## src/rtl/urw_pkg.sv

```systemverilog
package urw_pkg;
  typedef enum logic [1:0] {
    EVT_NONE = 2'd0,
    EVT_HALF = 2'd1,
    EVT_FULL = 2'd2,
    EVT_TMO  = 2'd3
  } evt_kind_e;

  localparam int FLG_HALF = 0;
  localparam int FLG_FULL = 1;
  localparam int FLG_TMO  = 2;
  localparam int FLG_OVR  = 3;
  localparam int FLG_W    = 4;
endpackage

```

## src/rtl/urw_ptr_ctrl.sv

```systemverilog
module urw_ptr_ctrl #(
  parameter int ADDR_W = 10
) (
  input  logic              clk_i,
  input  logic              rst_ni,
  input  logic              acc_i,
  input  logic [ADDR_W:0]   cfg_len_i,
  output logic [ADDR_W-1:0] wr_idx_o,
  output logic [ADDR_W-1:0] wr_after_o,
  output logic              half_o,
  output logic              full_o
);
  logic [ADDR_W-1:0] wr_q;
  logic [ADDR_W:0]   inc;
  logic [ADDR_W-1:0] wr_nxt;

  always_comb begin
    inc        = {1'b0, wr_q} + 1'b1;
    half_o     = acc_i && (inc == (cfg_len_i >> 1));
    full_o     = acc_i && (inc == cfg_len_i);
    wr_nxt     = full_o ? '0 : inc[ADDR_W-1:0];
    wr_after_o = acc_i ? wr_nxt : wr_q;
    wr_idx_o   = wr_q;
  end

  always_ff @(posedge clk_i or negedge rst_ni) begin
    if (!rst_ni) wr_q <= '0;
    else         wr_q <= wr_after_o;
  end


  wr_in_range_chk: assert property (@(posedge clk_i) disable iff (!rst_ni)
    {1'b0, wr_q} < cfg_len_i);
endmodule

```

## src/rtl/urw_idle_timer.sv

```systemverilog
module urw_idle_timer #(
  parameter int TMO_W = 20
) (
  input  logic             clk_i,
  input  logic             rst_ni,
  input  logic             acc_i,
  input  logic             pend_nz_i,
  input  logic [TMO_W-1:0] cfg_tmo_i,
  output logic             hit_o
);
  logic [TMO_W-1:0] tmr_q;
  logic [TMO_W:0]   elapsed;

  always_comb begin
    elapsed = {1'b0, tmr_q} + 1'b1;
    hit_o   = pend_nz_i && (elapsed >= {1'b0, cfg_tmo_i});
  end

  // restart on byte or flush, hold while nothing is pending
  always_ff @(posedge clk_i or negedge rst_ni) begin
    if (!rst_ni)                           tmr_q <= '0;
    else if (acc_i || hit_o || !pend_nz_i) tmr_q <= '0;
    else                                   tmr_q <= elapsed[TMO_W-1:0];
  end
endmodule

```

## src/rtl/urw_report.sv

```systemverilog
module urw_report
  import urw_pkg::*;
#(
  parameter int ADDR_W = 10
) (
  input  logic              clk_i,
  input  logic              rst_ni,
  input  logic              acc_i,
  input  logic              half_i,
  input  logic              full_i,
  input  logic              tmo_i,
  input  logic [ADDR_W-1:0] wr_after_i,
  input  logic [ADDR_W:0]   cfg_len_i,
  output logic              pend_nz_o,
  output logic              fire_tmo_o,
  output logic              evt_valid_o,
  output logic [1:0]        evt_kind_o,
  output logic [ADDR_W-1:0] evt_start_o,
  output logic [ADDR_W:0]   evt_cnt_o
);
  logic [ADDR_W-1:0] rd_q;
  logic [ADDR_W:0]   pend_q;
  logic [ADDR_W:0]   cnt_d;
  logic              fire;
  evt_kind_e         kind_d;

  always_comb begin
    cnt_d      = pend_q + {{ADDR_W{1'b0}}, acc_i};
    fire       = half_i || full_i || tmo_i;
    fire_tmo_o = tmo_i && !half_i && !full_i;
    if (half_i)      kind_d = EVT_HALF;
    else if (full_i) kind_d = EVT_FULL;
    else             kind_d = EVT_TMO;
    pend_nz_o  = (pend_q != '0);
  end

  // span handoff: report and pointer move in one cycle, the current byte included
  always_ff @(posedge clk_i or negedge rst_ni) begin
    if (!rst_ni) begin
      rd_q        <= '0;
      pend_q      <= '0;
      evt_valid_o <= 1'b0;
      evt_kind_o  <= EVT_NONE;
      evt_start_o <= '0;
      evt_cnt_o   <= '0;
    end else if (fire) begin
      rd_q        <= wr_after_i;
      pend_q      <= '0;
      evt_valid_o <= 1'b1;
      evt_kind_o  <= kind_d;
      evt_start_o <= rd_q;
      evt_cnt_o   <= cnt_d;
    end else begin
      pend_q      <= cnt_d;
      evt_valid_o <= 1'b0;
    end
  end


  half_end_chk: assert property (@(posedge clk_i) disable iff (!rst_ni)
    evt_valid_o && evt_kind_o == EVT_HALF |->
      ({2'b0, evt_start_o} + {1'b0, evt_cnt_o}) == {1'b0, cfg_len_i >> 1});

  full_end_chk: assert property (@(posedge clk_i) disable iff (!rst_ni)
    evt_valid_o && evt_kind_o == EVT_FULL |->
      ({2'b0, evt_start_o} + {1'b0, evt_cnt_o}) == {1'b0, cfg_len_i});

  evt_cnt_range_chk: assert property (@(posedge clk_i) disable iff (!rst_ni)
    evt_valid_o |-> evt_cnt_o != '0 && evt_cnt_o <= cfg_len_i);

  pend_bound_chk: assert property (@(posedge clk_i) disable iff (!rst_ni)
    pend_q < cfg_len_i);
endmodule

```

## src/rtl/urw_space.sv

```systemverilog
module urw_space #(
  parameter int ADDR_W = 10
) (
  input  logic            clk_i,
  input  logic            rst_ni,
  input  logic            acc_i,
  input  logic            rel_valid_i,
  input  logic [ADDR_W:0] rel_cnt_i,
  input  logic [ADDR_W:0] cfg_len_i,
  output logic            room_o
);
  logic [ADDR_W:0] occ_q;
  logic [ADDR_W:0] rel_amt;

  always_comb begin
    rel_amt = rel_valid_i ? rel_cnt_i : '0;
    room_o  = occ_q < cfg_len_i;
  end

  always_ff @(posedge clk_i or negedge rst_ni) begin
    if (!rst_ni) occ_q <= '0;
    else         occ_q <= occ_q + {{ADDR_W{1'b0}}, acc_i} - rel_amt;
  end


  occ_bound_chk: assert property (@(posedge clk_i) disable iff (!rst_ni)
    occ_q <= cfg_len_i);

  rel_le_occ_chk: assert property (@(posedge clk_i) disable iff (!rst_ni)
    rel_valid_i |-> rel_cnt_i <= occ_q);
endmodule

```

## src/rtl/urw_flags.sv

```systemverilog
module urw_flags
  import urw_pkg::*;
(
  input  logic             clk_i,
  input  logic             rst_ni,
  input  logic [FLG_W-1:0] set_i,
  input  logic [FLG_W-1:0] clr_i,
  output logic [FLG_W-1:0] flags_o
);
  always_ff @(posedge clk_i or negedge rst_ni) begin
    if (!rst_ni) flags_o <= '0;
    else         flags_o <= (flags_o & ~clr_i) | set_i;
  end

  for (genvar g = 0; g < FLG_W; g++) begin : g_chk

    flag_sticky_chk: assert property (@(posedge clk_i) disable iff (!rst_ni)
      flags_o[g] && !clr_i[g] |=> flags_o[g]);
  end
endmodule

```

## src/rtl/uart_rx_ring_writer.sv

```systemverilog
module uart_rx_ring_writer
  import urw_pkg::*;
#(
  parameter int ADDR_W = 10,
  parameter int DATA_W = 8,
  parameter int TMO_W  = 20
) (
  input  logic              clk_i,
  input  logic              rst_ni,
  input  logic              rx_valid_i,
  input  logic [DATA_W-1:0] rx_data_i,
  input  logic [ADDR_W:0]   cfg_len_i,
  input  logic [TMO_W-1:0]  cfg_tmo_i,
  input  logic              rel_valid_i,
  input  logic [ADDR_W:0]   rel_cnt_i,
  input  logic [3:0]        clr_i,
  output logic              mem_we_o,
  output logic [ADDR_W-1:0] mem_addr_o,
  output logic [DATA_W-1:0] mem_wdata_o,
  output logic              evt_valid_o,
  output logic [1:0]        evt_kind_o,
  output logic [ADDR_W-1:0] evt_start_o,
  output logic [ADDR_W:0]   evt_cnt_o,
  output logic [3:0]        flags_o
);
  logic              room, acc, drop;
  logic [ADDR_W-1:0] wr_idx, wr_after;
  logic              half, full, tmo_hit, pend_nz, fire_tmo;
  logic [FLG_W-1:0]  flag_set;

  always_comb begin
    acc  = rx_valid_i && room;
    drop = rx_valid_i && !room;
  end

  urw_space #(.ADDR_W(ADDR_W)) u_space (
    .clk_i, .rst_ni,
    .acc_i       (acc),
    .rel_valid_i,
    .rel_cnt_i,
    .cfg_len_i,
    .room_o      (room)
  );

  urw_ptr_ctrl #(.ADDR_W(ADDR_W)) u_ptr (
    .clk_i, .rst_ni,
    .acc_i      (acc),
    .cfg_len_i,
    .wr_idx_o   (wr_idx),
    .wr_after_o (wr_after),
    .half_o     (half),
    .full_o     (full)
  );

  urw_idle_timer #(.TMO_W(TMO_W)) u_tmr (
    .clk_i, .rst_ni,
    .acc_i     (acc),
    .pend_nz_i (pend_nz),
    .cfg_tmo_i,
    .hit_o     (tmo_hit)
  );

  urw_report #(.ADDR_W(ADDR_W)) u_rep (
    .clk_i, .rst_ni,
    .acc_i       (acc),
    .half_i      (half),
    .full_i      (full),
    .tmo_i       (tmo_hit),
    .wr_after_i  (wr_after),
    .cfg_len_i,
    .pend_nz_o   (pend_nz),
    .fire_tmo_o  (fire_tmo),
    .evt_valid_o,
    .evt_kind_o,
    .evt_start_o,
    .evt_cnt_o
  );

  always_comb begin
    flag_set           = '0;
    flag_set[FLG_HALF] = half;
    flag_set[FLG_FULL] = full;
    flag_set[FLG_TMO]  = fire_tmo;
    flag_set[FLG_OVR]  = drop;
  end

  urw_flags u_flags (
    .clk_i, .rst_ni,
    .set_i   (flag_set),
    .clr_i,
    .flags_o
  );

  always_ff @(posedge clk_i or negedge rst_ni) begin
    if (!rst_ni) begin
      mem_we_o    <= 1'b0;
      mem_addr_o  <= '0;
      mem_wdata_o <= '0;
    end else begin
      mem_we_o <= acc;
      if (acc) begin
        mem_addr_o  <= wr_idx;
        mem_wdata_o <= rx_data_i;
      end
    end
  end


  drop_no_write_chk: assert property (@(posedge clk_i) disable iff (!rst_ni)
    rx_valid_i && !room |=> !mem_we_o);

  tmo_evt_chk: assert property (@(posedge clk_i) disable iff (!rst_ni)
    fire_tmo |=> evt_valid_o && evt_kind_o == EVT_TMO);

  write_follows_byte_chk: assert property (@(posedge clk_i) disable iff (!rst_ni)
    acc |=> mem_we_o && mem_wdata_o == $past(rx_data_i));
endmodule

```

## config.mk

```make
export PLATFORM = sky130hd
export DESIGN_NAME = uart_rx_ring_writer
export DESIGN_NICKNAME = d
export VERILOG_FILES = /design/src/rtl/urw_pkg.sv /design/src/rtl/urw_ptr_ctrl.sv /design/src/rtl/urw_idle_timer.sv /design/src/rtl/urw_report.sv /design/src/rtl/urw_space.sv /design/src/rtl/urw_flags.sv /design/src/rtl/uart_rx_ring_writer.sv
export SDC_FILE = /design/constraint.sdc
export NUM_CORES = 1
export LEC_CHECK = 0
export ABC_CLOCK_PERIOD_IN_PS = 5400
export BUFFER_PORTS_ARGS = -buffer_cell sky130_fd_sc_hd__buf_2
export CELL_PAD_IN_SITES_DETAIL_PLACEMENT = 1
export CELL_PAD_IN_SITES_GLOBAL_PLACEMENT = 1
export CORE_ASPECT_RATIO = 1.4
export CORE_MARGIN = 2
export CORE_UTILIZATION = 45
export DETAILED_ROUTE_END_ITERATION = 16
export GPL_TIMING_DRIVEN = 0
export HOLD_SLACK_MARGIN = 0.15
export PLACE_DENSITY = 0.86
export SLEW_MARGIN = 20
export SYNTH_ARGS = -nofsm -noshare
export SYNTH_HDL_FRONTEND = slang
export SYNTH_SLANG_ARGS = --single-unit
```

## constraint.sdc

```tcl
create_clock -name clk_i -period 5.4 [get_ports clk_i]
set_input_delay 0.27 -clock clk_i [delete_from_list [all_inputs] [get_ports clk_i]]
set_output_delay 0.27 -clock clk_i [all_outputs]
set_load 0.01 [all_outputs]
```

### Word-level counts from Yosys, hierarchy flattened

Index checks and enable logic that the tools add are counted.

* register bits: 109

* add/subtract/negate cells: 5
* magnitude comparators: 2
* equality and inequality tests: 2
* mux-type cells: 8
* bitwise operators: 3
* reductions and logical operators: 16

Operator list (number)
* 11-bit by 1-bit adder with 11-bit output: 2
* 11-bit two-way mux: 2
* 20-bit by 1-bit adder with 21-bit output, second input constant: 1
* 21-bit by 20-bit greater-or-equal comparator with 1-bit output: 1
* 10-bit two-way mux: 2
* 20-bit two-way mux: 1
* 10-bit by 1-bit adder with 11-bit output, second input constant: 1
* 11-bit by 10-bit equality test with 1-bit output: 1
* 11-bit equality test: 1
* 11-bit < comparator: 1
* 11-bit nonzero test: 1
* 11-bit subtractor: 1
* 1-bit logical AND: 7
* 4-bit AND: 1
* 1-bit zero test: 4
* 1-bit logical OR: 4
* 4-bit inverter: 1
* 4-bit bitwise OR: 1
* 1-bit two-way mux: 2
* 2-bit two-way mux: 1

### Longest topological paths before layout

Gate-level depths: netlist of run 1.

* depth in word-level cells: 7
* mapped depth: 19
* depth with buffers taken out: 18

### Hierarchy

From an unflattened synthesis of run 1, not the netlist that was laid out.

* cells, all modules: 676
* area total of the unflattened synthesis: 6577.6 µm²

Modules (own cells, without submodules)
* urw_report: times used 1, cells each 185, area each 1803.0 µm²
* urw_idle_timer: times used 1, cells each 170, area each 1547.7 µm²
* urw_ptr_ctrl: times used 1, cells each 137, area each 1169.9 µm²
* urw_space: times used 1, cells each 131, area each 1161.1 µm²
* uart_rx_ring_writer: times used 1, cells each 41, area each 750.7 µm²
* urw_flags: times used 1, cells each 12, area each 145.1 µm²

### Least setup slack after synthesis of run 1

No wires, ideal clock.

* path kind: register to register
* start point: register u_tmr.tmr_q[0]
* end point: register u_rep.evt_cnt_o[8]
* arrival: 3696 ps
* slack: 1579 ps
* cell stages (with the launch flop): 18
* buffers on the path: 2
* clock period less this slack: 3821 ps
* cell sequence: dfrtp_1 -> ha_1 -> nand3_1 -> nor4b_1 -> and3_1 -> xor2_1 -> ha_1 -> a21o_1 -> a21o_1 -> a221oi_1 -> o21ai_0 -> a31oi_1 -> o21ai_0 -> nor2b_4 -> buf_6 -> inv_12 -> buf_12 -> mux2_4

* word-level cells in the longest chain between the ends: 4

RTL lines
* from (decl): RTL line urw_idle_timer.sv:11 `logic [TMO_W-1:0] tmr_q;`
* from (signal assigned): RTL line urw_idle_timer.sv:23 `else tmr_q <= elapsed[TMO_W-1:0];`
* 20-bit by 1-bit adder with 21-bit output: RTL line urw_idle_timer.sv:15 `elapsed = {1'b0, tmr_q} + 1'b1;`
* 21-bit by 20-bit greater-or-equal comparator with 1-bit output: RTL line urw_idle_timer.sv:16 `hit_o = pend_nz_i && (elapsed >= {1'b0, cfg_tmo_i});`
* 1-bit logical AND: RTL line urw_idle_timer.sv:16
* 1-bit logical OR: RTL line urw_report.sv:29 `fire = half_i || full_i || tmo_i;`
* to (signal assigned): RTL line urw_report.sv:52 `evt_cnt_o <= cnt_d;`
* to (decl): RTL line urw_report.sv:19 `output logic [ADDR_W:0] evt_cnt_o`

No other way between the ends.
A chain may end at the register's enable or synchronous reset.

### Worst setup path in the final report of run 1

* start point: register u_tmr.tmr_q[0]
* end point: register u_rep.rd_q[1]

* word-level cells in the longest chain between the ends: 4

RTL lines
* 20-bit by 1-bit adder with 21-bit output: RTL line urw_idle_timer.sv:15
* 21-bit by 20-bit greater-or-equal comparator with 1-bit output: RTL line urw_idle_timer.sv:16
* 1-bit logical AND: RTL line urw_idle_timer.sv:16
* 1-bit logical OR: RTL line urw_report.sv:29
* to (signal assigned): RTL line urw_report.sv:47 `rd_q <= wr_after_i;`
* to (decl): RTL line urw_report.sv:21 `logic [ADDR_W-1:0] rd_q;`

No other way between the ends.

==> flow_metrics.env, run 1 <==
export IMPL_area_growth_pct=18.4
export IMPL_synth_fp_nets=714
export IMPL_antenna_cells=0
export IMPL_syn_area_per_cell_sq_um=10.6
export IMPL_drt_wl_total_microns=16500
export IMPL_ys_ff_latch=109
export IMPL_drc=0
export IMPL_fillCellCount=1592
export IMPL_clock_sinks=109
export IMPL_yosysSeqAreaShare_pct=42.7
export IMPL_vias_per_cell=5.35
export IMPL_numCtsBuffers=9
export IMPL_status="finished, final reports clean"
export IMPL_fmaxAchievable_mhz=219
export IMPL_critPathMaxStageDelay_ps=860
export IMPL_ff_latch_area_sq_um=2730
export IMPL_synth_top_flop_cell="dfrtp_1"
export IMPL_worst_slew_pin_slew_ps=1030
export IMPL_fin_worst_skew_ps=9.11
export IMPL_critPathArrivalTime_ps=4800
export IMPL_synthDistinctLibCells=53
export IMPL_drtIter0Drc=151
export IMPL_endpoint_kind="flop"
export IMPL_grt_max_degree=84
export IMPL_ir_worst_vdd_mv=0.165
export IMPL_gr_total_overflow=0
export IMPL_synthCells=601
export IMPL_post_route_period_util_pct=84.6
export IMPL_rsz0062_at_grt="false"
export IMPL_critPathMaxFanout=10
export IMPL_path_class="reg2reg"
export IMPL_cp_slowest_cell="nor4b_1"
export IMPL_htreeDepth=3
export IMPL_drive_gt1_share_pct=25.2
export IMPL_clk_pin_slew_ps=80
export IMPL_cellLeakagePower_nw=3.92
export IMPL_path_cells="ha_1, nand3_1, nor4b_1, and3_1, xor2_1, ha_1, a21o_1, a21o_1, a221oi_1, o21ai_0, a31oi_1, o21ai_0, nor2b_4, buf_6, inv_12, buf_12, mux2_4"
export IMPL_cts_tree="built"
export IMPL_fin_setup_tns_ps=0
export IMPL_root_buffer="clkbuf_16"
export IMPL_p_per_area_nw_per_um2=430
export IMPL_min_period_ps=4570
export IMPL_dp_cells=891
export IMPL_core_area_sq_um=13900
export IMPL_grt_pass1_wl_microns=27600
export IMPL_die_area_sq_um=15200
export IMPL_setup_viol=0
export IMPL_track_usage_pct=22.6
export IMPL_cp_num_buf_inv=3
export IMPL_vias=4903
export IMPL_finalWeightedCongestion=0.853
export IMPL_io_pin_count=105
export IMPL_yosysMostFrequentCell="dfrtp_1"
export IMPL_final_core_util_pct=54.4
export IMPL_postCtsSetupBuffers=0
export IMPL_multi_input_area_sq_um=3310
export IMPL_nNetsFinal=839
export IMPL_hp_class="in2reg"
export IMPL_hold_viol_final=0
export IMPL_worst_endpoint_required_ps=5640
export IMPL_wl_per_cell_microns=18.0
export IMPL_clk_latency_ps=350
export IMPL_start_util_pct=46.0
export IMPL_relSlewSlack_pct=30.1
export IMPL_yosys_area_top_type="dfrtp_1"
export IMPL_synth_edf_count=0
export IMPL_cts_buffer_depth=2
export IMPL_start_kind="flop"
export IMPL_ys_top_cells_by_area="dfrtp_1 43%, ha_1 11%, mux2_2 5.5%"
export IMPL_async_flop_share_pct=100
export IMPL_yosys_warnings=0
export IMPL_cpLargestDelayFamily="simple AND/OR/NAND/NOR gates"
export IMPL_die_h_microns=145
export IMPL_ant_nets=0
export IMPL_antenna_found_initial=0
export IMPL_io_buffers=104
export IMPL_synth_top_area_share_pct=42.7
export IMPL_synth_top_cells_by_count="109 x dfrtp_1, 54 x ha_1, 51 x inv_1, 42 x nand2_1, 39 x xnor2_1"
export IMPL_dp_hpwl_microns=12800
export IMPL_cap_violations=0
export IMPL_num_rows=51
export IMPL_first_global_vias=5613
export IMPL_finalMaxSlewViolations=0
export IMPL_syn_area_sq_um=6390
export IMPL_die_x_microns=105
export IMPL_firstDrtPassIters=4
export IMPL_fin_cells=916
[worst register-to-register path, stage by stage, from the launching register on]
cell	delay [ps]
dfrtp_1	410
ha_1	260
nand3_1	120
nor4b_1	860
and3_1	280
xor2_1	210
ha_1	290
a21o_1	170
a21o_1	180
a221oi_1	210
o21ai_0	120
a31oi_1	230
o21ai_0	250
nor2b_4	160
buf_6	190
inv_12	70
buf_12	150
mux2_4	300
[layout make-up]
cell class | count | area share [%]
Buffer | 20 | 1.92
Clock buffer | 10 | 3.16
Clock inverter | 6 | 0.810
Inverter | 52 | 2.74
Multi-Input combinational cell | 420 | 43.8
Sequential cell | 109 | 36.0
Tap cell | 185 | 3.06
Timing Repair Buffer | 114 | 8.51
[cells in the final DEF (no fill, tap or decap), types with 3 or more instances in the layout]
cell type      instances
a21boi_0               3
a21o_1                10
a21oi_1               16
a31oi_1                3
and2_1                14
and3_1                12
buf_2                106
buf_6                  5
clkbuf_1               9
clkbuf_16              9
dfrtp_1              109
dlygate4sd3_1          9
ha_1                  54
inv_1                 51
inv_8                  4
mux2_2                31
mux2_4                18
mux2i_1                3
nand2_1               42
nand2b_1               4
nand3_1               27
nand4_1                8
nor2_1                29
nor2b_1               21
nor3_1                 3
nor4_1                 3
o21ai_0               24
o22ai_1                5
or3_1                  5
xnor2_1               39
xnor3_1                3
xor2_1                20
[sequential cells by signal (all words and copies together) (netlist names)]
register	flops
u_tmr.tmr_q	20
u_rep.evt_start_o	10
mem_wdata_o	8
u_space.occ_q	11
u_rep.evt_valid_o	1
mem_we_o	1
u_rep.evt_kind_o	2
u_rep.rd_q	10
mem_addr_o	10
u_flags.flags_o	4
u_rep.pend_q	11
u_ptr.wr_idx_o	10
u_rep.evt_cnt_o	11
[power by group]
group          total, W  switching (W)  internal [W]
sequential      0.00116       0.000141       0.00102
combinational   0.00142       0.000774      0.000650
clock          0.000673       0.000332      0.000340
total           0.00326        0.00125       0.00201
[routing by layer]
| metal | routed length [microns] | global-route usage [%] |
|---|---|---|
| met1 | 6160 | 24.3 |
| met2 | 9120 | 42.6 |
| met3 | 612 | 4.09 |
| met4 | 604 | 9.87 |
| met5 | 0 | 0 |
[per-stage QoR]
stage	hold slack, ps	total power, W	cell area, sq um	worst slack (ps)
2_1_floorplan	-25.6	0.00213	6390	1580
3_3_place_gp	449	0.00245	7150	835
3_5_place_dp	160	0.00259	7180	777
4_1_cts	153	0.00329	7560	761
5_1_grt	154	0.00349	7570	389
6_report	154	0.00326	7570	833
[final timing paths]
kind                           startpoint              to  slack [ps]  cells after the start
max                        u_tmr.tmr_q[0]   u_rep.rd_q[1]         830                     17
max reg2reg                u_tmr.tmr_q[0]   u_rep.rd_q[1]         830                     17
min reg2reg                mem_wdata_o[0]  mem_wdata_o[0]         500                      1
min in group asynchronous          rst_ni   mem_addr_o[3]         340                      2
min                          rx_data_i[1]  mem_wdata_o[1]         150                      2
max in group asynchronous          rst_ni  u_tmr.tmr_q[1]        4360                      3
[timing repair]
action | CTS | global route
endpoints found under the hold margin | 33 | 1
resized for setup | 0 | 0
hold buffers | 8 | 1
endpoints found under the setup margin | 0 | 0
[kinds of logic after synthesis]
| family | share of synthesized area [%] |
|---|---|
| AND/OR/NAND/NOR | 14.5 |
| flip-flops | 42.7 |
| AO/OA/AOI/OAI | 7.18 |
| buffers and inverters | 5.52 |
| XOR/XNOR | 9.14 |
| adder cells (fa/ha/maj) | 10.9 |
| multiplexers | 10.2 |
Note: power is estimated with default switching activity, not from simulation.
==> inputs of run 2 (changes only) <==
ABC_AREA = 1   (was not set)
ABC_CLOCK_PERIOD_IN_PS = 4500   (was 5400)
CORE_UTILIZATION = 42   (was 45)
PLACE_DENSITY = 0.85   (was 0.86)
clock period = 4.5 ns   (was 5.4 ns; I/O delays follow)
==> run 2 against run 1 <==
Net effect:
- clock skew is 0.80 ps higher
- cell count up 28%
- clock power is 27% higher
- combinational power grew 8%
- core utilization down 3.9 points
- register-to-register slack worse by 110 ps
- synthesized cell count grew 40%
- hold slack better by 39 ps
- via count increased by 21%
- largest power group unchanged
==> flow_metrics.env, run 2 <==
export IMPL_status="finished, final reports clean"
export IMPL_worst_slack_ps=725
export IMPL_fin_worst_skew_ps=9.91
export IMPL_antenna_cells=0
export IMPL_path_cells="ha_1, a21oi_1, nor2_1, nor2_1, nand2_1, nor2_1, inv_1, nor2_1, clkbuf_1, ha_1, inv_1, fa_1, inv_1, a21oi_1, o21ai_0, xor2_1"
export IMPL_cpLargestDelayFamily="adder cells"
export IMPL_post_route_period_util_pct=83.9
export IMPL_setup_viol=0
export IMPL_drt_wl_total_microns=17900
export IMPL_post_place_ws_ps=590
export IMPL_min_period_ps=3780
export IMPL_hp_class="in2reg"
export IMPL_io_pin_count=105
export IMPL_final_core_util_pct=50.5
export IMPL_cp_num_buf_inv=4
export IMPL_drtIter0Drc=168
export IMPL_gr_total_overflow=0
export IMPL_swShare_pct=39.8
export IMPL_endpoint_kind="flop"
export IMPL_regMostFlops="u_tmr.tmr_q"
export IMPL_critPathArrivalTime_ps=4050
export IMPL_yosysMostFrequentCell="nand2_1"
export IMPL_firstDrtPassIters=4
export IMPL_io_buffers=104
export IMPL_dp_hpwl_microns=14100
export IMPL_syn_area_sq_um=6580
export IMPL_synth_top_flop_cell="dfrtp_1"
export IMPL_critPathMaxStageDelay_ps=550
export IMPL_htreeDepth=3
export IMPL_num_rows=54
export IMPL_synthCells=843
export IMPL_start_util_pct=42.5
export IMPL_finalMaxSlewViolations=0
export IMPL_relSlewSlack_pct=57.3
export IMPL_cellLeakagePower_nw=4.45
export IMPL_grt_max_degree=60
export IMPL_p_per_area_nw_per_um2=476
export IMPL_drc=0
export IMPL_yosysSeqAreaShare_pct=41.5
export IMPL_yosys_area_top_type="dfrtp_1"
export IMPL_vias=5911
export IMPL_combinationalPowerShare_pct=41.1
export IMPL_ant_nets=0
export IMPL_async_flop_share_pct=100
export IMPL_core_area_sq_um=15500
export IMPL_clk_pin_slew_ps=70
export IMPL_ys_ff_latch=109
export IMPL_nNetsFinal=1085
export IMPL_first_global_vias=6401
export IMPL_cap_violations=0
export IMPL_finalWeightedCongestion=0.841
export IMPL_synth_top_cells_by_count="259 x nand2_1, 117 x inv_1, 109 x dfrtp_1, 67 x nor2_1, 54 x ha_1"
export IMPL_cts_buffer_depth=2
export IMPL_numCtsBuffers=9
export IMPL_wl_per_cell_microns=15.2
export IMPL_power_internal_w=0.00224
export IMPL_hold_viol_final=0
export IMPL_grt_pass1_wl_microns=29700
export IMPL_layout_commonest_cell="nand2_1"
export IMPL_fmaxAchievable_mhz=265
export IMPL_yosys_warnings=0
export IMPL_ir_worst_vdd_mv=0.354
export IMPL_vias_per_cell=5.04
export IMPL_seq_power_share_pct=36.0
export IMPL_area_growth_pct=18.9
export IMPL_root_buffer="clkbuf_16"
export IMPL_track_usage_pct=22.6
export IMPL_synth_fp_nets=956
export IMPL_syn_area_per_cell_sq_um=7.80
export IMPL_cts_tree="built"
export IMPL_post_cts_resized=0
export IMPL_antenna_found_initial=0
export IMPL_die_h_microns=152
export IMPL_layout_common_cells="259 x nand2_1, 117 x inv_1, 112 x buf_2"
export IMPL_worst_endpoint_required_ps=4780
export IMPL_largest_register_ffs=20
export IMPL_clk_latency_ps=350
export IMPL_start_kind="flop"
export IMPL_worst_slew_pin_slew_ps=640
export IMPL_drive_gt1_share_pct=15.5
export IMPL_crit_start="u_space.occ_q[8]"
export IMPL_clkPwrFrac_pct=22.9
export IMPL_path_class="reg2reg"
export IMPL_crit_path_frequent_cell="nor2_1"
export IMPL_fin_setup_tns_ps=0
export IMPL_synth_edf_count=0
export IMPL_whs_ps=193
export IMPL_synthDistinctLibCells=37
export IMPL_min_from="rx_valid_i"
export IMPL_die_x_microns=110
export IMPL_postCtsSetupBuffers=0
export IMPL_cp_slowest_cell="clkbuf_1"
export IMPL_ys_top_cells_by_area="dfrtp_1 41%, nand2_1 15%, ha_1 10%"
export IMPL_synth_top_area_share_pct=41.5
export IMPL_rsz0062_at_grt="false"
export IMPL_netSwitchingPower_w=0.00148
export IMPL_rr_startpoint="u_space.occ_q[8]"
export IMPL_die_area_sq_um=16700
export IMPL_critPathMaxFanout=12
export IMPL_clock_sinks=109
==> run 2: changes by cell type in the layout (fill, tap and decap cells not counted), moves of 12 or more <==
cell | previous run | this run
nand4_1 | 8 | 38
nor2_1 | 29 | 67
nand3_1 | 27 | 46
inv_1 | 51 | 117
and2_1 | 14 | 0
mux2_2 | 31 | 0
and3_1 | 12 | 0
nor2b_1 | 21 | 1
nand2_1 | 42 | 259
mux2_4 | 18 | 0
xnor2_1 | 39 | 10
==> run 2: power groups by stage <==
stage	sequential (W)	combinational, W	clock (W)
3_5_place_dp	0.00136	0.00153	0
5_1_grt	0.00136	0.00177	0.000909
6_report	0.00134	0.00153	0.000853
3_3_place_gp	0.00134	0.00145	0
4_1_cts	0.00134	0.00156	0.000870
2_1_floorplan	0.00136	0.00105	0
==> run 2: layout make-up <==
type                       instances  area, sq um
buffer                            22          120
clock buffer                      10          239
clock inverter                     6         75.1
fill                            1995         7650
inverter                         119          447
multi-input combinational        593         3280
sequential                       109         2730
tap                              196          245
timing repair buffer             118          684
==> run 2: cell families (layout without fill, tap and decap cells) <==
kind of cell	count (synthesis)	in the layout	share of synthesized area [%]
compound gates	59	59	4.89
flops	109	109	41.5
fa+ha+maj	55	55	10.6
xor+xnor	38	38	5.48
buf+inv	141	275	8.62
simple gates	441	441	29.0
==> run 2: path summary, 6_finish.rpt <==
kind,cells past startpoint,slack [ps],to
worst max register to register,16,720,u_space.occ_q[8]
worst min-delay path,3,190,u_flags.flags_o[3]
min in group asynchronous,2,390,u_rep.evt_cnt_o[8]
worst min register to register,2,470,u_rep.evt_start_o[1]
worst max-delay path,16,720,u_space.occ_q[8]
max in group asynchronous,3,3450,u_space.occ_q[7]
==> run 2: per-layer routing <==
| layer | up-vias | global-route usage, % | share of wire (%) | wire length (microns) |
|---|---|---|---|---|
| li1 | 2951 | - | - | - |
| met1 | 2825 | 23.3 | 38 | 6820 |
| met2 | 105 | 44.1 | 56 | 10000 |
| met3 | 30 | 3.56 | 3.4 | 611 |
| met4 | 0 | 8.08 | 2.5 | 443 |
| met5 | - | 0 | 0 | 0 |
==> run 2: tightest hold or removal path, cell delays in order <==
cell and delay [ps]:
buf_2 110, inv_1 70, o22ai_1 90
==> run 2: what timing repair did <==
item,4_1_cts,5_1_grt
setup endpoints to repair,0,0
endpoints found under the hold margin,62,0
hold buffers,13,0
==> run 2: metrics by stage <==
| stage | total power [W] | area (sq um) | cells |
|---|---|---|---|
| global route | 0.00404 | 7820 | 1173 |
| detailed placement | 0.00289 | 7380 | 1144 |
| floorplan | 0.00241 | 6580 | 843 |
| global placement | 0.00279 | 7340 | 1143 |
| finish | 0.00373 | 7820 | 1173 |
| CTS | 0.00377 | 7820 | 1173 |
==> inputs of run 3 (changes only) <==
ABC_CLOCK_PERIOD_IN_PS = 3400   (was 4500)
CORE_UTILIZATION = 38   (was 42)
PLACE_DENSITY = 0.82   (was 0.85)
clock period = 3.4 ns   (was 4.5 ns; I/O delays follow)
==> run 3 against run 2 <==
Net effect:
- clock power up 29%
- register-to-register slack got worse by 510 ps
- sequential cell count unchanged
- critical path depth up 2
- power is 34% higher
- setup slack got worse by 510 ps
- sequential power up 33%
- clock skew decreased by 2.6 ps
- largest cell class unchanged
==> flow_metrics.env, run 3 (same netlist as run 2, synthesis figures left out) <==
export IMPL_io_pin_count=105
export IMPL_min_period_ps=3180
export IMPL_cts_tree="built"
export IMPL_relSlewSlack_pct=58.1
export IMPL_clock_sinks=109
export IMPL_fillCellCount=2093
export IMPL_dp_hpwl_microns=14300
export IMPL_numCtsBuffers=9
export IMPL_drtIter0Drc=239
export IMPL_cts_buffer_depth=2
export IMPL_start_kind="flop"
export IMPL_finalWeightedCongestion=0.894
export IMPL_fin_worst_skew_ps=7.33
export IMPL_vias=6048
export IMPL_critPathMaxFanout=12
export IMPL_wl_per_cell_microns=15.4
export IMPL_die_area_sq_um=18400
export IMPL_drc=0
export IMPL_start_util_pct=38.9
export IMPL_finalMaxSlewViolations=0
export IMPL_gr_total_overflow=0
export IMPL_status="finished, final reports clean"
export IMPL_dp_cells=1180
export IMPL_worst_slew_pin_slew_ps=629
export IMPL_cap_violations=0
export IMPL_critPathArrivalTime_ps=3430
export IMPL_area_growth_pct=26.1
export IMPL_cp_num_buf_inv=3
export IMPL_cellLeakagePower_nw=4.64
export IMPL_fmaxAchievable_mhz=314
export IMPL_ant_nets=0
export IMPL_antenna_cells=0
export IMPL_critPathMaxStageDelay_ps=400
export IMPL_path_class="reg2reg"
export IMPL_first_global_vias=6406
export IMPL_root_buffer="clkbuf_16"
export IMPL_path_cells="ha_1, a21oi_1, nor2_1, nor2_1, nand2_1, nor2_4, inv_1, nor2_4, clkbuf_8, ha_1, ha_1, nand3_1, nor2_2, nand4_1, xor2_1, inv_1, nand2_1, nand2_1"
export IMPL_fin_cells=1228
export IMPL_cp_slowest_cell="dfrtp_1"
export IMPL_drive_gt1_share_pct=20.7
export IMPL_grt_pass1_wl_microns=30300
export IMPL_layout_common_cells="253 x nand2_1, 114 x inv_1, 113 x buf_2"
export IMPL_clk_latency_ps=350
export IMPL_post_route_period_util_pct=93.7
export IMPL_grt_max_degree=67
export IMPL_setup_viol=0
export IMPL_endpoint_kind="flop"
export IMPL_p_per_area_nw_per_um2=602
export IMPL_firstDrtPassIters=4
export IMPL_num_rows=56
export IMPL_regMostFlops="u_tmr.tmr_q"
export IMPL_worst_endpoint_required_ps=3650
export IMPL_die_h_microns=160
export IMPL_layout_commonest_cell="nand2_1"
export IMPL_ir_worst_vdd_mv=0.368
export IMPL_die_x_microns=115
export IMPL_largest_register_ffs=20
export IMPL_place_area_sq_um=7410
export IMPL_vias_per_cell=4.93
export IMPL_drt_wl_total_microns=18900
export IMPL_hp_class="in2reg"
export IMPL_whs_ps=196
export IMPL_clk_pin_slew_ps=80
export IMPL_cpLargestDelayFamily="simple AND/OR/NAND/NOR gates"
export IMPL_antenna_found_initial=0
export IMPL_io_buffers=104
export IMPL_core_area_sq_um=16900
export IMPL_track_usage_pct=20.6
export IMPL_finalInstanceArea_sq_um=8290
export IMPL_htreeDepth=3
export IMPL_hold_viol_final=0
export IMPL_nNetsFinal=1104
==> run 3: cell count changes in the layout (fill, tap and decap cells not counted), sizes merged <==
cell,before,now
nand2,262,263
inv,123,120
clkbuf,17,19
nand3,49,50
buf,120,137
clkinv,1,0
clkinvlp,0,2
==> run 3: final timing paths <==
check / startpoint / depth (start not counted) / endpoint / slack [ps]
setup reg to reg: u_space.occ_q[8] / 18 / u_rep.evt_cnt_o[10] / 220
min in group asynchronous: rst_ni / 2 / u_tmr.tmr_q[16] / 380
hold / removal: rx_valid_i / 3 / u_flags.flags_o[3] / 200
max in group asynchronous: rst_ni / 3 / u_tmr.tmr_q[0] / 2330
setup / recovery: u_space.occ_q[8] / 18 / u_rep.evt_cnt_o[10] / 220
hold reg to reg: mem_wdata_o[6] / 2 / mem_wdata_o[6] / 470
==> run 3: stage by stage <==
stage               utilization [%]  total power (W)  worst slack, ps  setup TNS [ps]
finish                         49.1          0.00499              216               0
global route                   49.1          0.00542            -26.8            -320
CTS                            46.9          0.00497             1.26               0
detailed placement             43.9          0.00382             -586          -18590
global placement               43.7          0.00372             -481          -10600
floorplan                         -          0.00319              480               0
==> run 3: cell type report <==
class | instances | area [sq um] | area share, %
tap | 232 | 290 | 3.50
clock inverter | 4 | 56.3 | 0.679
clock buffer | 12 | 246 | 2.97
timing repair buffer | 135 | 840 | 10.1
inverter | 119 | 447 | 5.39
multi-input combinational | 595 | 3530 | 42.6
buffer | 22 | 154 | 1.86
sequential | 109 | 2730 | 32.9
==> run 3: tightest hold or removal path: stages <==
cell	delay [ps]
buf_2	130
inv_1	110
o22ai_1	90
==> run 3: where the power goes <==
group	switching [W]	internal [W]	leakage [nW]
Sequential	0.000208	0.00158	1.44
Clock	0.000503	0.000599	0.141
Combinational	0.00126	0.000846	3.06
Total	0.00197	0.00302	4.64
==> run 3: timing repair <==
action                                  4_1_cts  5_1_grt
gates cloned                                  0        4
endpoints found under the hold margin        77        0
buffers inserted                              0       15
endpoints found under the setup margin       72       68
pin swaps                                     0       20
resized for setup                            20       46
hold buffers                                 13        0
==> run 3: routing by layer <==
layer | vias up | share of wire [%] | GRT usage (%)
li1 | 2991 | - | -
met5 | - | 0 | 0
met4 | 0 | 2.3 | 6.85
met3 | 33 | 3.8 | 3.53
met2 | 126 | 56 | 39.5
met1 | 2898 | 38 | 22.2
